--- config.mk ---
export PLATFORM = sky130hd
export DESIGN_NAME = aux_sysctl_regs
export DESIGN_NICKNAME = d
export VERILOG_FILES = /design/src/rtl/aux_sysctl_pkg.sv /design/src/rtl/aux_sysctl_decode.sv /design/src/rtl/aux_sysctl_pf.sv /design/src/rtl/aux_sysctl_req.sv /design/src/rtl/aux_sysctl_regs.sv
export SDC_FILE = /design/constraint.sdc
export NUM_CORES = 1
export LEC_CHECK = 0
export BUFFER_PORTS_ARGS = -buffer_cell sky130_fd_sc_hd__clkbuf_2
export CAP_MARGIN = 20
export CORE_ASPECT_RATIO = 0.8
export CORE_MARGIN = 3
export CORE_UTILIZATION = 30
export CTS_CLUSTER_SIZE = 25
export DETAILED_ROUTE_END_ITERATION = 8
export MAX_ROUTING_LAYER = met4
export SKIP_LAST_GASP = 1
export SYNTH_ARGS = -nofsm -noshare
export SYNTH_HDL_FRONTEND = slang
export SYNTH_SLANG_ARGS = --single-unit
--- constraint.sdc ---
create_clock -name clk -period 5.2 [get_ports clk]
set_input_delay 0.26 -clock clk [delete_from_list [all_inputs] [get_ports clk]]
set_output_delay 0.26 -clock clk [all_outputs]
set_load 0.1 [all_outputs]
--- src/rtl/aux_sysctl_pkg.sv ---
package aux_sysctl_pkg;

    localparam int ADDR_W   = 32;
    localparam int BUS_W    = 32;
    localparam int REG_W    = 8;
    localparam int NUM_SEL  = 8;
    localparam logic [ADDR_W-1:0] SEL_MASK = 32'h0FFF_0000;

    typedef enum logic [2:0] {
        SEL_NONE = 3'd0,
        SEL_CFG  = 3'd1,
        SEL_AUX1 = 3'd2,
        SEL_AUX2 = 3'd3,
        SEL_DIAG = 3'd4,
        SEL_MCTL = 3'd5,
        SEL_SCTL = 3'd6,
        SEL_PMGT = 3'd7
    } reg_sel_e;

    // registers that survive reset, indexed by reg_sel_e
    localparam logic [NUM_SEL-1:0] KEEP_ON_RST = 8'b0101_0000;

    // bit positions that the control logic decodes
    localparam int PF_EN_BIT   = 3;
    localparam int PF_PEND_BIT = 2;
    localparam int PF_CLR_BIT  = 1;
    localparam int SHDN_BIT    = 0;
    localparam int SRST_BIT    = 0;

    typedef struct packed {
        logic             valid;
        reg_sel_e         sel;
        logic [REG_W-1:0] data;
    } wr_cmd_t;

    function automatic logic [ADDR_W-1:0] reg_offset(input int idx);
        case (idx)
            1:       return 32'h0180_0000;
            2:       return 32'h0190_0000;
            3:       return 32'h0191_0000;
            4:       return 32'h01A0_0000;
            5:       return 32'h01B0_0000;
            6:       return 32'h01F0_0000;
            7:       return 32'h0A00_0000;
            default: return 32'hFFFF_FFFF;
        endcase
    endfunction

endpackage

--- src/rtl/aux_sysctl_decode.sv ---
module aux_sysctl_decode
    import aux_sysctl_pkg::*;
(
    input  logic [ADDR_W-1:0]  addr_i,
    output logic [NUM_SEL-1:0] hit_o,
    output reg_sel_e           sel_o
);
    logic [ADDR_W-1:0] masked;
    assign masked = addr_i & SEL_MASK;

    for (genvar i = 1; i < NUM_SEL; i++) begin : g_cmp
        assign hit_o[i] = (masked == reg_offset(i));
    end
    assign hit_o[0] = ~|hit_o[NUM_SEL-1:1];

    always_comb begin
        sel_o = SEL_NONE;
        for (int i = 1; i < NUM_SEL; i++) begin
            if (hit_o[i]) sel_o = reg_sel_e'(i);
        end
    end
endmodule

--- src/rtl/aux_sysctl_pf.sv ---
module aux_sysctl_pf (
    input  logic clk,
    input  logic rst,
    input  logic pwr_fail_i,
    input  logic en_i,
    input  logic clr_i,
    output logic pend_o,
    output logic irq_o
);
    logic pend_q;
    logic set_ev;

    assign set_ev = pwr_fail_i & en_i;

    always_ff @(posedge clk) begin
        if (rst)         pend_q <= 1'b0;
        else if (set_ev) pend_q <= 1'b1;
        else if (clr_i)  pend_q <= 1'b0;
    end

    assign pend_o = pend_q;
    assign irq_o  = pend_q & en_i;

    // pending stays set unless cleared
    p_pend_sticky_r5: assert property (@(posedge clk) disable iff (rst)
        (pend_q && !clr_i) |=> pend_q);
    // no set without an enabled power-fail event
    p_pend_noset_r4: assert property (@(posedge clk) disable iff (rst)
        (!pend_q && !(pwr_fail_i && en_i)) |=> !pend_q);
endmodule

--- src/rtl/aux_sysctl_req.sv ---
module aux_sysctl_req
    import aux_sysctl_pkg::*;
(
    input  logic    clk,
    input  logic    rst,
    input  wr_cmd_t cmd_i,
    output logic    shutdown_o,
    output logic    sysreset_o,
    output logic    halt_o
);
    logic shdn_q, srst_q, halt_q;
    logic shdn_d, srst_d, halt_d;

    assign shdn_d = cmd_i.valid && cmd_i.sel == SEL_AUX2 && cmd_i.data[SHDN_BIT];
    assign srst_d = cmd_i.valid && cmd_i.sel == SEL_SCTL && cmd_i.data[SRST_BIT];
    assign halt_d = cmd_i.valid && cmd_i.sel == SEL_PMGT;

    always_ff @(posedge clk) begin
        if (rst) begin
            shdn_q <= 1'b0;
            srst_q <= 1'b0;
            halt_q <= 1'b0;
        end else begin
            shdn_q <= shdn_d;
            srst_q <= srst_d;
            halt_q <= halt_d;
        end
    end

    assign shutdown_o = shdn_q;
    assign sysreset_o = srst_q;
    assign halt_o     = halt_q;

    // pulse lasts one cycle without a new request
    p_shdn_single_r8: assert property (@(posedge clk) disable iff (rst)
        (shdn_q && !(cmd_i.valid && cmd_i.sel == SEL_AUX2 && cmd_i.data[SHDN_BIT])) |=> !shdn_q);
    // power-management write yields halt
    p_halt_r10: assert property (@(posedge clk) disable iff (rst)
        (cmd_i.valid && cmd_i.sel == SEL_PMGT) |=> halt_q);
endmodule

--- src/rtl/aux_sysctl_regs.sv ---
module aux_sysctl_regs
    import aux_sysctl_pkg::*;
(
    input  logic              clk,
    input  logic              rst,
    input  logic [ADDR_W-1:0] bus_addr,
    input  logic              bus_wr,
    input  logic              bus_rd,
    input  logic [BUS_W-1:0]  bus_wdata,
    output logic [BUS_W-1:0]  bus_rdata,
    input  logic              pwr_fail,
    output logic              irq,
    output logic              shutdown_req,
    output logic              sysreset_req,
    output logic              halt_req
);
    logic [NUM_SEL-1:0] hit;
    reg_sel_e           sel;
    logic [REG_W-1:0]   wbyte;
    logic               unused_hi;
    wr_cmd_t            cmd;
    logic [REG_W-1:0]   regs_q [1:NUM_SEL-1];
    logic [REG_W-1:0]   rd_val;
    logic [BUS_W-1:0]   rdata_q;
    logic               pend, pf_clr;

    assign wbyte     = bus_wdata[REG_W-1:0];
    assign unused_hi = ^bus_wdata[BUS_W-1:REG_W];

    aux_sysctl_decode u_dec (
        .addr_i (bus_addr),
        .hit_o  (hit),
        .sel_o  (sel)
    );

    assign cmd.valid = bus_wr && !hit[0];
    assign cmd.sel   = sel;
    assign cmd.data  = wbyte;

    for (genvar i = 1; i < NUM_SEL; i++) begin : g_reg
        if (KEEP_ON_RST[i]) begin : g_keep
            always_ff @(posedge clk) begin
                if (bus_wr && hit[i]) regs_q[i] <= wbyte;
            end
        end else begin : g_clr
            always_ff @(posedge clk) begin
                if (rst)                  regs_q[i] <= '0;
                else if (bus_wr && hit[i]) regs_q[i] <= wbyte;
            end
        end
    end

    assign pf_clr = bus_wr && hit[SEL_AUX2] && wbyte[PF_CLR_BIT];

    aux_sysctl_pf u_pf (
        .clk        (clk),
        .rst        (rst),
        .pwr_fail_i (pwr_fail),
        .en_i       (regs_q[SEL_CFG][PF_EN_BIT]),
        .clr_i      (pf_clr),
        .pend_o     (pend),
        .irq_o      (irq)
    );

    aux_sysctl_req u_req (
        .clk        (clk),
        .rst        (rst),
        .cmd_i      (cmd),
        .shutdown_o (shutdown_req),
        .sysreset_o (sysreset_req),
        .halt_o     (halt_req)
    );

    always_comb begin
        rd_val = '0;
        for (int i = 1; i < NUM_SEL; i++) begin
            if (hit[i]) rd_val = regs_q[i];
        end
        if (hit[SEL_AUX2]) rd_val[PF_PEND_BIT] = pend;
    end

    always_ff @(posedge clk) begin
        if (rst)         rdata_q <= '0;
        else if (bus_rd) rdata_q <= {{(BUS_W-REG_W){1'b0}}, rd_val};
    end
    assign bus_rdata = rdata_q;

    // at most one register selected
    p_sel_onehot_r2: assert property (@(posedge clk) disable iff (rst)
        $onehot0(hit[NUM_SEL-1:1]));
    // clearing the enable drops the interrupt
    p_irq_mask_r3: assert property (@(posedge clk) disable iff (rst)
        (bus_wr && hit[SEL_CFG] && !wbyte[PF_EN_BIT]) |=> !irq);

    // cleared registers read zero right after reset
    logic rst_d;
    always_ff @(posedge clk) begin
        rst_d <= rst;
        if (rst_d && !rst) begin
            p_rst_clear_r7: assert (regs_q[SEL_CFG] == '0 && regs_q[SEL_AUX1] == '0 &&
                                    regs_q[SEL_AUX2] == '0 && regs_q[SEL_MCTL] == '0 &&
                                    regs_q[SEL_PMGT] == '0 && !pend)
                else $error("reset left a clearable register nonzero");
        end
    end
endmodule

== Word-level counts from Yosys, hierarchy flattened ==
Memories as Yosys holds them, arrays and structs flattened.
Cells that the tools add are included.

* Memories kept: 1
* Logic and storage cells: 86
* Flip-flop bits (word level): 12
* Bits in read-only memories: 0
* Latch bits: 0
* Input bits: 69
* Memory bits (writable): 56
* Output and inout bits: 36

* Divide/modulo/power cells: 0
* Magnitude comparators: 0
* Eq/ne operators: 10
* Bitwise gates (word level): 7
* Add/subtract/negate cells: 0
* Shift operators: 0
* Reductions and logical operators: 17
* Mux-type cells: 46
* Multiply operators: 0

{| class="wikitable"
|+ Memory list
! name !! depth !! width !! rd ports !! clocked after Yosys merged registers in !! wr ports !! line !! RTL
|-
| regs_q || 7 || 8 || 7 || 0 || 6 || aux_sysctl_regs.sv:22 || <nowiki>logic [REG_W-1:0] regs_q [1:NUM_SEL-1];</nowiki>
|}

{| class="wikitable"
|+ Operators with widths
! kind !! count
|-
| $mux 8 || 13
|-
| $eq 12x9->1 const B || 6
|-
| $mux 1 || 26
|-
| $mux 3 || 7
|-
| $logic_and 1x1->1 || 14
|-
| $eq 12x12->1 const B || 1
|-
| $reduce_or 8->1 || 1
|-
| $reduce_or 7->1 || 1
|-
| $eq 3x3->1 const B || 2
|-
| $or 1x1->1 || 5
|-
| $eq 3x2->1 const B || 1
|-
| $and 1x1->1 || 2
|-
| $reduce_bool 2->1 || 1
|}

== Longest topological paths before layout ==
* Word-level depth: 11
* Mapped depth: 7
* Depth with buffers taken out: 5

== Hierarchy ==
From an unflattened synthesis, not the netlist that was laid out.

* Cell total of the unflattened synthesis: 278
* Area total of the unflattened synthesis: 3334.4 µm²

{| class="wikitable"
|+ By module, submodules not included
! module !! area an instance (µm²) !! cells each !! instances !! seq. area each (µm²)
|-
| aux_sysctl_regs || 2921.6 || 231 || 1 || 1811.7
|-
| aux_sysctl_decode || 249.0 || 34 || 1 || 0.0
|-
| aux_sysctl_req || 118.9 || 8 || 1 || 60.1
|-
| aux_sysctl_pf || 45.0 || 5 || 1 || 20.0
|}

== Least setup slack after synthesis ==
Ideal clock, no wire load.

* Kind: input port to flip-flop
* From: in bus_addr[17]
* To: reg, netlist name regs_q[0][32]
* Path slack: 2928 ps
* Arrival time: 1886 ps
* Library setup time: 385 ps
* Data required time: 4815 ps
* Cell stages on the path: 4
* Cell sequence: nor4_1 nand4_1 clkbuf_1 nor3b_1

{| class="wikitable"
|+ RTL lines
! element !! line !! RTL
|-
| start, declared || aux_sysctl_regs.sv:6 || <nowiki>input logic [ADDR_W-1:0] bus_addr,</nowiki>
|}

==> results.py <==
metrics = {
    "outcome": {
        "outcome": "complete, no violations",
    },
    "clocking": {
        "cts_tree": "yes",
        "ctsResizeCount": 0,
        "cts_made_buffers": 9,
        "path_clk_slew_ps": 50,
        "cts-htree-levels": 3,
        "cts_max_path_buffers": 2,
        "cts_setup_buffers": 0,
        "ctsHoldBuffers": 0,
        "clock_latency_ps": 320,
        "numClockSinks": 67,
        "cts_root_buf": "clkbuf_16",
    },
    "global_route": {
        "antenna_found_initial": 0,
        "grt_pass1_vias": 1995,
        "grt.total_usage_pct": 12.5,
        "grt_pass1_wl_um": 10900,
        "grt_max_degree": 18,
        "met1_usage_pct": 17.6,
        "grt_remaining_overflow": 0,
        "gr-usage-met2_pct": 17.6,
        "use_met3_pct": 4.25,
        "grt.busiest_layer": "met2",
    },
    "floorplanning": {
        "die_h_um": 98.7,
        "die_area_um2": 12000,
        "start_util_pct": 31.1,
        "die_x_um": 122,
        "num_rows": 33,
        "io_pins": 105,
        "fp.coreArea_um2": 10400,
    },
    "cells_and_area": {
        "final_net_count": 374,
        "n_antenna_cell": 0,
        "synthToLayoutAreaGrowth_pct": 15.1,
        "fin_cells": 450,
        "design_area_um2": 3710,
        "layout-drive-gt1-share_pct": 21.6,
    },
    "critical_path": {
        "slowest_delay_ps": 660,
        "path_class": "in -> reg",
        "worstSetupStartpointType": "input pin",
        "cp_max_fo": 14,
        "cp_slowest_cell": "nor4_1",
        "critPathCaptureType": "flop",
        "critPathArrivalTime_ps": 2680,
        "path_cells": "clkbuf_2 -> nor4_1 -> nand4_1 -> nor3b_1 -> buf_2",
        "crit_required_ps": 5220,
    },
    "logic_synthesis": {
        "netlist_area_um2": 3220,
        "syn_avg_cell_area_um2": 12.0,
        "synth_common_cells": "55 x edfxtp_1, 43 x and2_1, 24 x buf_4, 19 x nor2_1, 17 x nand2_1",
        "synth_ff_type": "edfxtp_1",
        "synth_top_area_cell": "edfxtp_1",
        "yosysWarnings": 0,
        "synth_top_family_by_area": "simple AND/OR/NAND/NOR gates",
        "synth-seq-cells": 67,
        "synth_fa_ha_area_share_pct": 0,
        "ys_types": 46,
        "synth_sequential_area_ratio_pct": 58.7,
        "async_reset_ff_share_pct": 0,
        "synth-xor-area-share_pct": 0,
        "yosys.area_share.simple_pct": 20.6,
        "synth_edf_count": 55,
        "synthMuxAreaShare_pct": 3.10,
        "synth.most_common_cell": "edfxtp_1",
        "postSynthCellCount": 268,
        "ys_top_cells_by_area": "edfxtp_1 51%, and2_1 8.3%, dfxtp_1 7.5%",
        "synth_compound_area_share_pct": 9.93,
        "yosys.area.top_type_share_pct": 51.2,
    },
    "placed_design": {
        "numPortBuffers": 36,
        "placedInstanceArea_um2": 3430,
        "hpwl_um": 5160,
        "dp.cells": 432,
        "routabilityCongestion": 0.795,
    },
    "sta": {
        "fmax_mhz": 377,
        "hold_viol": 0,
        "slew_headroom_pct": 34.8,
        "fin_setup_tns_ps": 0,
        "rsz0062_at_grt": "false",
        "setup_violations": 0,
        "fin_skew_ps": 3.45,
        "drv_slew": 0,
        "period_minus_slack_ps": 2650,
        "fin_crit_sh_pct": 51.0,
        "worst_slew_pin_slew_ps": 970,
    },
    "pwr": {
        "combPwrFrac_pct": 12.3,
        "ir_drop_mv": 0.163,
        "power_frac_seq_pct": 46.4,
        "netSwitchingFraction_pct": 26.6,
        "intPower_mw": 0.955,
        "power_switching_mw": 0.346,
        "p_clk_share_pct": 41.2,
        "power-per-cell-area_nw_per_um2": 351,
        "power.leakage_nw": 1.40,
    },
    "route": {
        "vias": 2103,
        "drtIter0Drc": 138,
        "drtAntennaViolNets": 0,
        "drc_errors": 0,
        "wl_um": 7140,
        "drt_pass1_iterations": 4,
        "vias_per_cell": 4.67,
        "wl_per_cell_um": 15.9,
    },
    "run": {
        "drv_cap": 0,
    },
    "worst_hold_path": {
        "hp-class": "in -> reg",
    },
}
==> cells by family (layout without fill, tap and decap cells) <==
kind of cell / count (synthesis) / in the layout
AND/OR/NAND/NOR: 109 / 109
flip-flops: 67 / 67
AO/OA/AOI/OAI: 45 / 45
buffers and inverters: 38 / 57
multiplexers: 8 / 8
other: 1 / 24
==> metal layers <==
layer  share of wire, %  vias up
met2                 45       85
li1                   -     1011
met4               0.14        0
met3                7.4        2
met1                 48     1005
met5                  0        -
==> critical path, delay by kind of cell <==
family	cells	cell delay, ps
and+or+nand+nor	3	1890
buffers and inverters	2	530
==> cell usage in the layout, fill, tap and decap left out, drive strengths merged, types with 2 or more instances in the layout <==
| cell | netlist | layout |
|---|---|---|
| mux2 | 6 | 6 |
| and2 | 43 | 43 |
| a31o | 2 | 2 |
| nor2 | 19 | 19 |
| inv | 2 | 2 |
| clkbuf | 6 | 49 |
| or4b | 3 | 3 |
| conb | 1 | 24 |
| edfxtp | 55 | 55 |
| buf | 29 | 2 |
| nand2 | 18 | 18 |
| dfxtp | 12 | 12 |
| a22oi | 6 | 6 |
| a21oi | 14 | 14 |
| a221oi | 7 | 7 |
| nor3 | 4 | 4 |
| clkinv | 1 | 4 |
| o21a | 6 | 6 |
| o21ai | 2 | 2 |
| a221o | 2 | 2 |
| nand2b | 4 | 4 |
| nor4 | 6 | 6 |
| nand4 | 3 | 3 |
| nor3b | 2 | 2 |
==> power by group through the flow <==
stage	clock network, mW	registers [mW]	logic, mW
after detailed placement	0	0.615	0.161
after floorplan	0	0.632	0.128
after global placement	0	0.614	0.160
after CTS	0.546	0.604	0.161
final	0.536	0.604	0.160
after global routing	0.576	0.605	0.170
==> path summary, 6_finish.rpt <==
kind         cells after the start       endpoint  slack (ps)     startpoint
max                              5  regs_q[0][38]        2550   bus_addr[16]
min                              3    u_pf.pend_o         170       pwr_fail
max reg2reg                      4   bus_rdata[2]        3610  regs_q[0][42]
min reg2reg                      2   bus_rdata[2]         470   bus_rdata[2]
==> sequential cells by signal (all words and copies together) (netlist names) <==
name / count
u_pf.pend_o: 1
bus_rdata: 8
u_req.sysreset_o: 1
u_req.halt_o: 1
regs_q: 55
u_req.shutdown_o: 1
==> cell type report <==
type | count | area [µm²]
Clock buffer | 13 | 250
Clock inverter | 3 | 15.0
Fill cell | 1046 | 6650
Inverter | 3 | 11.3
Multi-Input combinational cell | 186 | 1180
Sequential cell | 67 | 1890
Tap cell | 140 | 175
Timing Repair Buffer | 38 | 190
==> through the flow <==
stage / worst slack [ps] / power, mW / util [%] / hold WS [ps]
after floorplan: 2930 / 0.759 / - / 359
after global placement: 1980 / 0.774 / 33.1 / 460
after detailed placement: 1890 / 0.776 / 33.1 / 460
after CTS: 2240 / 1.31 / 35.7 / 159
after global routing: 2250 / 1.35 / 35.8 / 190
final: 2550 / 1.30 / 35.8 / 168
(Power assumes the default switching activity.)
